**src/rtl/nbu_pkg.sv**
```systemverilog
// Shared definitions for the next-PC unit.
// Assumes an 8-bit status byte with the signed-compare bit at position 4.
package nbu_pkg;
    typedef enum logic [2:0] {
        OP_SEQ    = 3'd0,
        OP_RJMP   = 3'd1,
        OP_RCALL  = 3'd2,
        OP_RET    = 3'd3,
        OP_RETI   = 3'd4,
        OP_BRANCH = 3'd5,
        OP_SKIP   = 3'd6,
        OP_RSVD   = 3'd7
    } nbu_op_e;

    localparam int SREG_W     = 8;
    localparam int SEL_W      = $clog2(SREG_W);
    localparam int SIGNED_BIT = 4;
    localparam int NEG_BIT    = 2;
    localparam int OVF_BIT    = 3;
    localparam int CYC_W      = 3;
endpackage

```
**src/rtl/nbu_cond_sel.sv**
```systemverilog
// Branch condition selector: picks one status bit and compares it with
// the requested polarity. Assumes the signed-compare position is rebuilt
// from the negative and overflow bits instead of using the stored copy.
module nbu_cond_sel
    import nbu_pkg::*;
(
    input  logic [SREG_W-1:0] sreg_i,
    input  logic [SEL_W-1:0]  sel_i,
    input  logic              pol_i,
    output logic              hit_o
);
    logic [SREG_W-1:0] eff_bits;

    // Build the effective flag vector, one position per status bit.
    for (genvar i = 0; i < SREG_W; i++) begin : g_bit
        if (i == SIGNED_BIT) begin : g_signed
            assign eff_bits[i] = sreg_i[NEG_BIT] ^ sreg_i[OVF_BIT];
        end else begin : g_plain
            assign eff_bits[i] = sreg_i[i];
        end
    end

    // The condition holds when the selected bit matches the polarity.
    always_comb begin
        hit_o = (eff_bits[sel_i] == pol_i);
    end
endmodule

```
**src/rtl/nbu_target_calc.sv**
```systemverilog
// Address arithmetic: relative target and the sequential and skip
// successors. Assumes all results wrap modulo 2**PC_W; the offset is
// sign-extended to the wider of the two widths before the add.
module nbu_target_calc #(
    parameter int PC_W  = 10,
    parameter int OFF_W = 12
) (
    input  logic [PC_W-1:0]  pc_i,
    input  logic [OFF_W-1:0] offset_i,
    output logic [PC_W-1:0]  rel_o,
    output logic [PC_W-1:0]  seq_o,
    output logic [PC_W-1:0]  skip1_o,
    output logic [PC_W-1:0]  skip2_o
);
    localparam int EXT_W = (PC_W > OFF_W) ? PC_W : OFF_W;

    logic signed [EXT_W-1:0] off_ext;
    logic        [EXT_W-1:0] pc_ext;
    logic        [EXT_W-1:0] rel_sum;

    // Widen both operands and form pc + k + 1.
    always_comb begin
        off_ext = EXT_W'($signed(offset_i));
        pc_ext  = EXT_W'(pc_i);
        rel_sum = pc_ext + off_ext + EXT_W'(1);
    end

    // Truncate back to the program space and form the fixed successors.
    always_comb begin
        rel_o   = rel_sum[PC_W-1:0];
        seq_o   = pc_i + PC_W'(1);
        skip1_o = pc_i + PC_W'(2);
        skip2_o = pc_i + PC_W'(3);
    end
endmodule

```
**src/rtl/nbu_cost.sv**
```systemverilog
// Cycle cost and redirect decision per operation.
// Assumes the branch hit and skip condition are already resolved.
module nbu_cost
    import nbu_pkg::*;
(
    input  nbu_op_e          op_i,
    input  logic             br_hit_i,
    input  logic             skip_cond_i,
    input  logic             two_word_i,
    output logic             taken_o,
    output logic [CYC_W-1:0] cycles_o,
    output logic             set_ie_o
);
    // Map each operation to its redirect flag, cost and interrupt request.
    always_comb begin
        taken_o  = 1'b0;
        cycles_o = CYC_W'(1);
        set_ie_o = 1'b0;
        unique case (op_i)
            OP_RJMP: begin
                taken_o  = 1'b1;
                cycles_o = CYC_W'(2);
            end
            OP_RCALL: begin
                taken_o  = 1'b1;
                cycles_o = CYC_W'(3);
            end
            OP_RET: begin
                taken_o  = 1'b1;
                cycles_o = CYC_W'(4);
            end
            OP_RETI: begin
                taken_o  = 1'b1;
                cycles_o = CYC_W'(4);
                set_ie_o = 1'b1;
            end
            OP_BRANCH: begin
                taken_o  = br_hit_i;
                cycles_o = br_hit_i ? CYC_W'(2) : CYC_W'(1);
            end
            OP_SKIP: begin
                taken_o  = skip_cond_i;
                if (skip_cond_i) begin
                    cycles_o = two_word_i ? CYC_W'(3) : CYC_W'(2);
                end
            end
            default: begin
                taken_o  = 1'b0;
                cycles_o = CYC_W'(1);
            end
        endcase
    end
endmodule

```
**src/rtl/nbu_next_pc.sv**
```systemverilog
// Next-PC unit top: combines condition selection, address arithmetic and
// cost lookup, then registers the result. Assumes inputs are stable
// around the clock edge; one cycle of latency; synchronous active-low reset.
module nbu_next_pc
    import nbu_pkg::*;
#(
    parameter int PC_W  = 10,
    parameter int OFF_W = 12
) (
    input  logic                clk,
    input  logic                rst_n,
    input  logic [2:0]          op_i,
    input  logic [PC_W-1:0]     pc_i,
    input  logic [OFF_W-1:0]    offset_i,
    input  logic [SREG_W-1:0]   sreg_i,
    input  logic [SEL_W-1:0]    cond_sel_i,
    input  logic                cond_pol_i,
    input  logic                skip_cond_i,
    input  logic                next_two_word_i,
    input  logic [PC_W-1:0]     ret_addr_i,
    output logic [PC_W-1:0]     next_pc_o,
    output logic                taken_o,
    output logic [CYC_W-1:0]    cycles_o,
    output logic                set_ie_o
);
    nbu_op_e          op;
    logic             br_hit;
    logic [PC_W-1:0]  rel_pc, seq_pc, skip1_pc, skip2_pc;
    logic [PC_W-1:0]  pc_d;
    logic             taken_d, set_ie_d;
    logic [CYC_W-1:0] cycles_d;

    assign op = nbu_op_e'(op_i);

    nbu_cond_sel u_cond (
        .sreg_i (sreg_i),
        .sel_i  (cond_sel_i),
        .pol_i  (cond_pol_i),
        .hit_o  (br_hit)
    );

    nbu_target_calc #(.PC_W(PC_W), .OFF_W(OFF_W)) u_tgt (
        .pc_i     (pc_i),
        .offset_i (offset_i),
        .rel_o    (rel_pc),
        .seq_o    (seq_pc),
        .skip1_o  (skip1_pc),
        .skip2_o  (skip2_pc)
    );

    nbu_cost u_cost (
        .op_i        (op),
        .br_hit_i    (br_hit),
        .skip_cond_i (skip_cond_i),
        .two_word_i  (next_two_word_i),
        .taken_o     (taken_d),
        .cycles_o    (cycles_d),
        .set_ie_o    (set_ie_d)
    );

    // Choose the successor address for the current operation.
    always_comb begin
        unique case (op)
            OP_RJMP, OP_RCALL: pc_d = rel_pc;
            OP_RET, OP_RETI:   pc_d = ret_addr_i;
            OP_BRANCH:         pc_d = br_hit ? rel_pc : seq_pc;
            OP_SKIP: begin
                if (!skip_cond_i)         pc_d = seq_pc;
                else if (next_two_word_i) pc_d = skip2_pc;
                else                      pc_d = skip1_pc;
            end
            default:           pc_d = seq_pc;
        endcase
    end

    // Output register with synchronous reset.
    always_ff @(posedge clk) begin
        if (!rst_n) begin
            next_pc_o <= '0;
            taken_o   <= 1'b0;
            cycles_o  <= '0;
            set_ie_o  <= 1'b0;
        end else begin
            next_pc_o <= pc_d;
            taken_o   <= taken_d;
            cycles_o  <= cycles_d;
            set_ie_o  <= set_ie_d;
        end
    end
endmodule

```
**config.mk**
```make
export PLATFORM = sky130hd
export DESIGN_NAME = nbu_next_pc
export DESIGN_NICKNAME = d
export VERILOG_FILES = /design/src/rtl/nbu_pkg.sv /design/src/rtl/nbu_cond_sel.sv /design/src/rtl/nbu_target_calc.sv /design/src/rtl/nbu_cost.sv /design/src/rtl/nbu_next_pc.sv
export SDC_FILE = /design/constraint.sdc
export NUM_CORES = 1
export LEC_CHECK = 0
export ABC_AREA = 1
export BUFFER_PORTS_ARGS = -buffer_cell sky130_fd_sc_hd__buf_4
export CAP_MARGIN = 15
export CORE_MARGIN = 2
export CORE_UTILIZATION = 55
export DETAILED_ROUTE_END_ITERATION = 7
export HOLD_SLACK_MARGIN = 0.12
export PLACE_DENSITY = 0.95
export SETUP_SLACK_MARGIN = 0.4
export SLEW_MARGIN = 0
export SYNTH_ARGS = -nofsm -noshare
export SYNTH_HDL_FRONTEND = slang
export SYNTH_SLANG_ARGS = --single-unit
```
**constraint.sdc**
```tcl
create_clock -name clk -period 3.72 [get_ports clk]
set_input_delay 0.744 -clock clk [delete_from_list [all_inputs] [get_ports clk]]
set_output_delay 0.744 -clock clk [all_outputs]
set_load 0.05 [all_outputs]
```
==> results of run 1 <==
routing by layer:
layer	share of wire [%]	GRT usage, %	vias to the layer above
li1	-	-	1186
met1	42	30.4	992
met2	49	46.7	85
met3	6.8	3.57	12
met4	1.9	8.97	0
met5	0	0	-
stage by stage:
stage | setup WS (ns) | std cells | area, um^2
2_1_floorplan | 1.47 | 332 | 1930
3_3_place_gp | 1.08 | 439 | 2440
3_5_place_dp | 1.04 | 439 | 2440
4_1_cts | 1.34 | 443 | 2470
5_1_grt | 1.18 | 443 | 2470
6_report | 1.34 | 443 | 2470
registers in the layout, indices dropped and copies added (netlist names):
signal / flops
cycles_o: 3
next_pc_o: 10
set_ie_o: 1
taken_o: 1
where the power goes:
part	total (uW)	internal (uW)	switching, uW
Clock	91.8	40.0	51.8
Sequential	180	176	3.67
Combinational	341	128	213
Total	613	344	269
layout by cell type, fill, tap and decap left out, drive strengths merged:
cell	count
a21o	1
a21oi	11
a22oi	1
a31oi	5
buf	62
clkbuf	3
clkinv	4
dfxtp	15
fa	1
ha	13
inv	55
nand2	106
nand3	26
nand3b	2
nand4	6
nor2	40
nor3	2
o211ai	2
o21ai	24
o21bai	3
xnor2	6
xor2	9
kinds of logic (layout without fill, tap and decap cells):
group	after synthesis	after routing	synth area share, %
buffers and inverters	59	124	12.0
and+or+nand+nor	182	182	42.2
AOI/OAI and AO/OA	47	47	14.0
adders and majority gates	14	14	9.47
DFF	15	15	15.6
xor gates and xnor gates	15	15	6.81
how the worst min path moves through the flow:
stage	end	slack, ns	depth (start not counted)
final	next_pc_o[0]	0.67	3
after floorplan	cycles_o[1]	0.87	2
after CTS	next_pc_o[0]	0.68	3
after global placement	next_pc_o[0]	0.97	3
after detailed placement	next_pc_o[0]	0.97	3
after global routing	next_pc_o[0]	0.69	3
critical path: cells and delay by family:
| kind | cells | cell delay (ns) |
|---|---|---|
| AOI/OAI and AO/OA | 3 | 0.63 |
| and+or+nand+nor | 1 | 0.12 |
| buffers and inverters | 2 | 0.24 |
| adders and majority gates | 2 | 0.66 |
| xor gates and xnor gates | 1 | 0.20 |
cell type report:
| type | count | area [um^2] | share of cell area [%] |
|---|---|---|---|
| Tap cell | 46 | 57.6 | 2.33 |
| Sequential cell | 15 | 300 | 12.2 |
| Clock inverter | 1 | 5.00 | 0.203 |
| Clock buffer | 3 | 22.5 | 0.912 |
| Multi-Input combinational cell | 258 | 1400 | 56.6 |
| Inverter | 58 | 220 | 8.92 |
| Timing Repair Buffer | 62 | 465 | 18.9 |
==> impl_metrics.py, run 1 <==
metrics = {
    "sta": {
        "hold_viol": 0,
        "drv_slew": 0,
        "setup-violations-final": 0,
        "relSlewSlack_pct": 69.4,
        "finalCritPeriodShare_pct": 64.0,
        "finalSetupTns_ns": 0,
        "fmax_mhz": 420,
        "rsz0062_at_grt": "no",
        "worst_pin_slew_ns": 0.457,
        "final.min_clock_period_ns": 2.38,
        "hold_slack_ns": 0.672,
    },
    "synthesis": {
        "ys_types": 31,
        "synthCells": 332,
        "ys.flop_type": "dfxtp_1",
        "synth_edf_count": 0,
        "post-synth-top-area-fraction_pct": 19.6,
        "syn_avg_cell_area_um2": 5.81,
        "synthArstFlopShare_pct": 0,
        "ys_seq_elements": 15,
        "synth-seq-area-share_pct": 15.6,
        "synth_commonest_cells": "nand2_1 (101), inv_1 (53), nor2_1 (35), nand3_1 (21), o21ai_0 (17)",
        "postSynthNetCount": 397,
        "synth_area_mm2": 0.00193,
        "synth_area_leaders": "nand2_1 (20%), dfxtp_1 (16%), inv_1 (10%), ha_1 (8.4%), nor2_1 (6.8%)",
        "yosysTopAreaCell": "nand2_1",
        "post-synth-top-count-cell": "nand2_1",
        "yosysWarnings": 0,
    },
    "setup_path": {
        "endpoint": "next_pc_o[6]",
        "critPathKind": "in2reg",
        "max_stage_delay_ns": 0.41,
        "crit_slowest_cell": "fa_1",
        "cp_cell_sequence": "buf_4 -> inv_1 -> ha_1 -> fa_1 -> o21ai_0 -> a31oi_1 -> xnor2_1 -> a21oi_1 -> nor2_1",
        "startpoint": "pc_i[0]",
        "arrival_ns": 2.60,
        "worst_setup_path_end_kind": "register",
        "crit_path_start_kind": "input port",
        "path_max_fanout": 8,
        "crit_required_ns": 3.94,
    },
    "detailed_routing": {
        "via_per_inst": 5.14,
        "wire_per_inst_um": 11.3,
        "ant_nets": 0,
        "dr.first_iter.drc_count": 146,
        "wl_um": 5030,
        "firstDrtPassIters": 4,
        "num_vias": 2275,
        "drc": 0,
    },
    "clocking": {
        "cts_htree_levels": 1,
        "cts_resized": 0,
        "cts_sinks": 15,
        "clock-root-buffer": "clkbuf_4",
        "cts_setup_buffers": 0,
        "cts_tree": "yes",
        "cts_hold_buf": 0,
        "path_clk_slew_ns": 0.09,
        "clockBufferDepth": 2,
        "numCtsBuffers": 3,
    },
    "pwr": {
        "power_uw": 613,
        "power.density_mw_per_mm2": 248,
        "ir_drop_uv": 99.2,
        "leakagePower_uw": 0.00138,
    },
    "floorplanning": {
        "initial_core_util_pct": 57.4,
        "dieArea_mm2": 0.00400,
        "fp.dieH_um": 63.2,
        "coreArea_mm2": 0.00336,
        "row_count": 21,
        "fp.dieW_um": 63.2,
        "io_pins": 66,
    },
    "place": {
        "dp_hpwl_um": 4230,
        "place_congestion": 0.984,
        "numPortBuffers": 62,
    },
    "status": {
        "status": "completed",
    },
    "worst_hold_path": {
        "holdCritPathClass": "in2reg",
        "hold_start": "ret_addr_i[0]",
    },
    "grt": {
        "track_usage_pct": 25.6,
        "grt_pass1_wl_um": 8460,
        "grt_max_degree": 19,
        "overflow": 0,
        "grt_antenna_before_repair": 0,
        "grt_pass1_vias": 2090,
    },
    "cells_and_area": {
        "syn2layout_area_growth_pct": 28.0,
        "finish.utilization_pct": 73.4,
        "n_fill_cell": 282,
        "antenna_cells": 0,
        "drive_gt1_share_pct": 21.2,
        "finalNetCount": 463,
    },
    "flow_run": {
        "drv_cap": 0,
    },
}
Power figures use the tool's default switching activity.
==> run 2: changes to the inputs <==
- CORE_UTILIZATION: 55 -> 46
- PLACE_DENSITY: 0.95 -> 0.87
- clock period: 3.72 -> 1.9 ns (I/O delays scaled with it)
==> run 2 against run 1 <==
Against the previous run:
- routed wire length up 13%
- critical path depth unchanged
- die area up 18%
- largest power group unchanged
- final area up 16%
- worst setup slack worse by 1.2 ns
- highest routed layer unchanged
- sequential power up 96%
- final cell count up 2.9%
- sequential share of layout area down 1.6 points
- combinational power up 130%
- sequential cell count unchanged
- via count up 2.8%
==> impl_metrics.py, run 2 (same netlist as run 1, synthesis figures left out) <==
metrics = {
    "cells_and_area": {
        "final_common_cell": "nand2_1",
        "drive_gt1_share_pct": 33.3,
        "top_regs": "next_pc_o (10), cycles_o (3)",
        "top_register": "next_pc_o",
        "antenna_cells": 0,
        "finish.utilization_pct": 70.8,
        "final_cell_mix": "nand2_1 (91), buf_4 (67), inv_1 (46)",
        "syn2layout_area_growth_pct": 47.8,
        "n_fill_cell": 326,
        "largest_reg_flops": 10,
        "design_area_mm2": 0.00285,
        "finalNetCount": 472,
    },
    "clocking": {
        "clockBufferDepth": 2,
        "clock-root-buffer": "clkbuf_8",
        "cts_hold_buf": 0,
        "cts_sinks": 15,
        "numCtsBuffers": 3,
        "cts_tree": "yes",
        "cts_htree_levels": 1,
        "path_clk_slew_ns": 0.06,
    },
    "place": {
        "dpl_cell_area_mm2": 0.00252,
        "dp_hpwl_um": 4290,
        "numPortBuffers": 62,
        "place_congestion": 1.02,
    },
    "sta": {
        "drv_slew": 0,
        "fmax_mhz": 570,
        "rsz0062_at_grt": "yes",
        "finalCritPeriodShare_pct": 92.4,
        "final.min_clock_period_ns": 1.76,
        "finalSetupTns_ns": 0,
        "relSlewSlack_pct": 79.4,
        "hold_slack_ns": 0.355,
        "worst_pin_slew_ns": 0.307,
        "setup-violations-final": 0,
        "hold_viol": 0,
    },
    "setup_path": {
        "cp_cell_sequence": "buf_12 -> inv_12 -> ha_4 -> fa_2 -> o21ai_4 -> a31oi_1 -> xnor2_1 -> a21oi_1 -> nor2_1",
        "crit_required_ns": 2.07,
        "max_stage_delay_ns": 0.37,
        "critPathKind": "in2reg",
        "path_max_fanout": 3,
        "arrival_ns": 1.93,
        "crit_slowest_cell": "fa_2",
        "worst_setup_path_end_kind": "register",
        "path_delay_family": "adder cells",
        "crit_path_start_kind": "input port",
        "worst-path-buf-inv": 2,
    },
    "detailed_routing": {
        "num_vias": 2338,
        "drc": 0,
        "dr.first_iter.drc_count": 153,
        "wire_per_inst_um": 12.5,
        "wl_um": 5690,
        "ant_nets": 0,
        "via_per_inst": 5.13,
        "firstDrtPassIters": 4,
    },
    "pwr": {
        "p_int_uw": 811,
        "leakagePower_uw": 0.00146,
        "pwr-share-comb_pct": 57.0,
        "p_seq_share_pct": 25.3,
        "power.density_mw_per_mm2": 490,
        "switchingPower_uw": 585,
        "switching_share_pct": 41.9,
        "ir_drop_uv": 180,
        "pwr-share-clk_pct": 17.7,
    },
    "grt": {
        "overflow": 0,
        "grt_antenna_before_repair": 0,
        "grt_max_degree": 19,
        "track_usage_pct": 23.8,
        "grt_pass1_vias": 2106,
        "grt_pass1_wl_um": 8760,
    },
    "floorplanning": {
        "io_pins": 66,
        "coreArea_mm2": 0.00403,
        "fp.dieW_um": 68.8,
        "fp.dieH_um": 68.8,
        "initial_core_util_pct": 47.9,
        "row_count": 23,
        "dieArea_mm2": 0.00473,
    },
    "status": {
        "status": "completed",
    },
    "flow_run": {
        "drv_cap": 0,
    },
    "worst_hold_path": {
        "holdCritPathClass": "in2reg",
    },
}
run 2: cell types whose count changed in the layout (fill, tap and decap cells not counted), sizes merged:
cell,change
clkbuf,+1
clkinvlp,+1
clkinv,-1
inv,-1
buf,+9
run 2: cell type report:
cell class | count | area (um^2) | share of cell area, %
clock buffers | 4 | 45.0 | 1.58
inverters | 58 | 244 | 8.56
multi-input cells | 258 | 1640 | 57.6
flip-flops and latches | 15 | 300 | 10.5
well taps | 50 | 62.6 | 2.19
repair buffers | 71 | 557 | 19.5
run 2: stage by stage:
step           std cells  worst slack [ns]  total power [uW]
2_1_floorplan        332             0.314               818
3_3_place_gp         445            0.0148              1030
3_5_place_dp         445           0.00354              1040
4_1_cts              450             0.285              1310
5_1_grt              456             0.128              1490
6_report             456             0.145              1400
run 2: repair_timing:
item	CTS	global route
resized for setup	13	41
endpoints found under the setup margin	7	11
pin swaps	10	24
buffers inserted	1	6
run 2: power by group through the flow:
stage               combinational [uW]  sequential, uW  clock [uW]
floorplan                          349             469           0
global placement                   669             359           0
detailed placement                 685             360           0
CTS                                707             353         251
global route                       867             357         271
finish                             796             353         248
run 2: path summary, 6_finish.rpt:
kind / from / endpoint / slack [ns] / depth (start not counted)
worst max-delay path: pc_i[0] / next_pc_o[6] / 0.14 / 9
worst min-delay path: ret_addr_i[0] / next_pc_o[0] / 0.35 / 3
run 2: metal layers:
layer  wire, um  GRT usage (%)  vias up
li1           -              -     1200
met1       2270           29.0     1022
met2       2910           43.9       98
met3        373           2.60       18
met4        129           6.86        0
met5          0              0        -
run 2: worst min-delay path: stages:
cell	delay (ns)
buf_4	0.08
a22oi_1	0.06
nand2_1	0.05
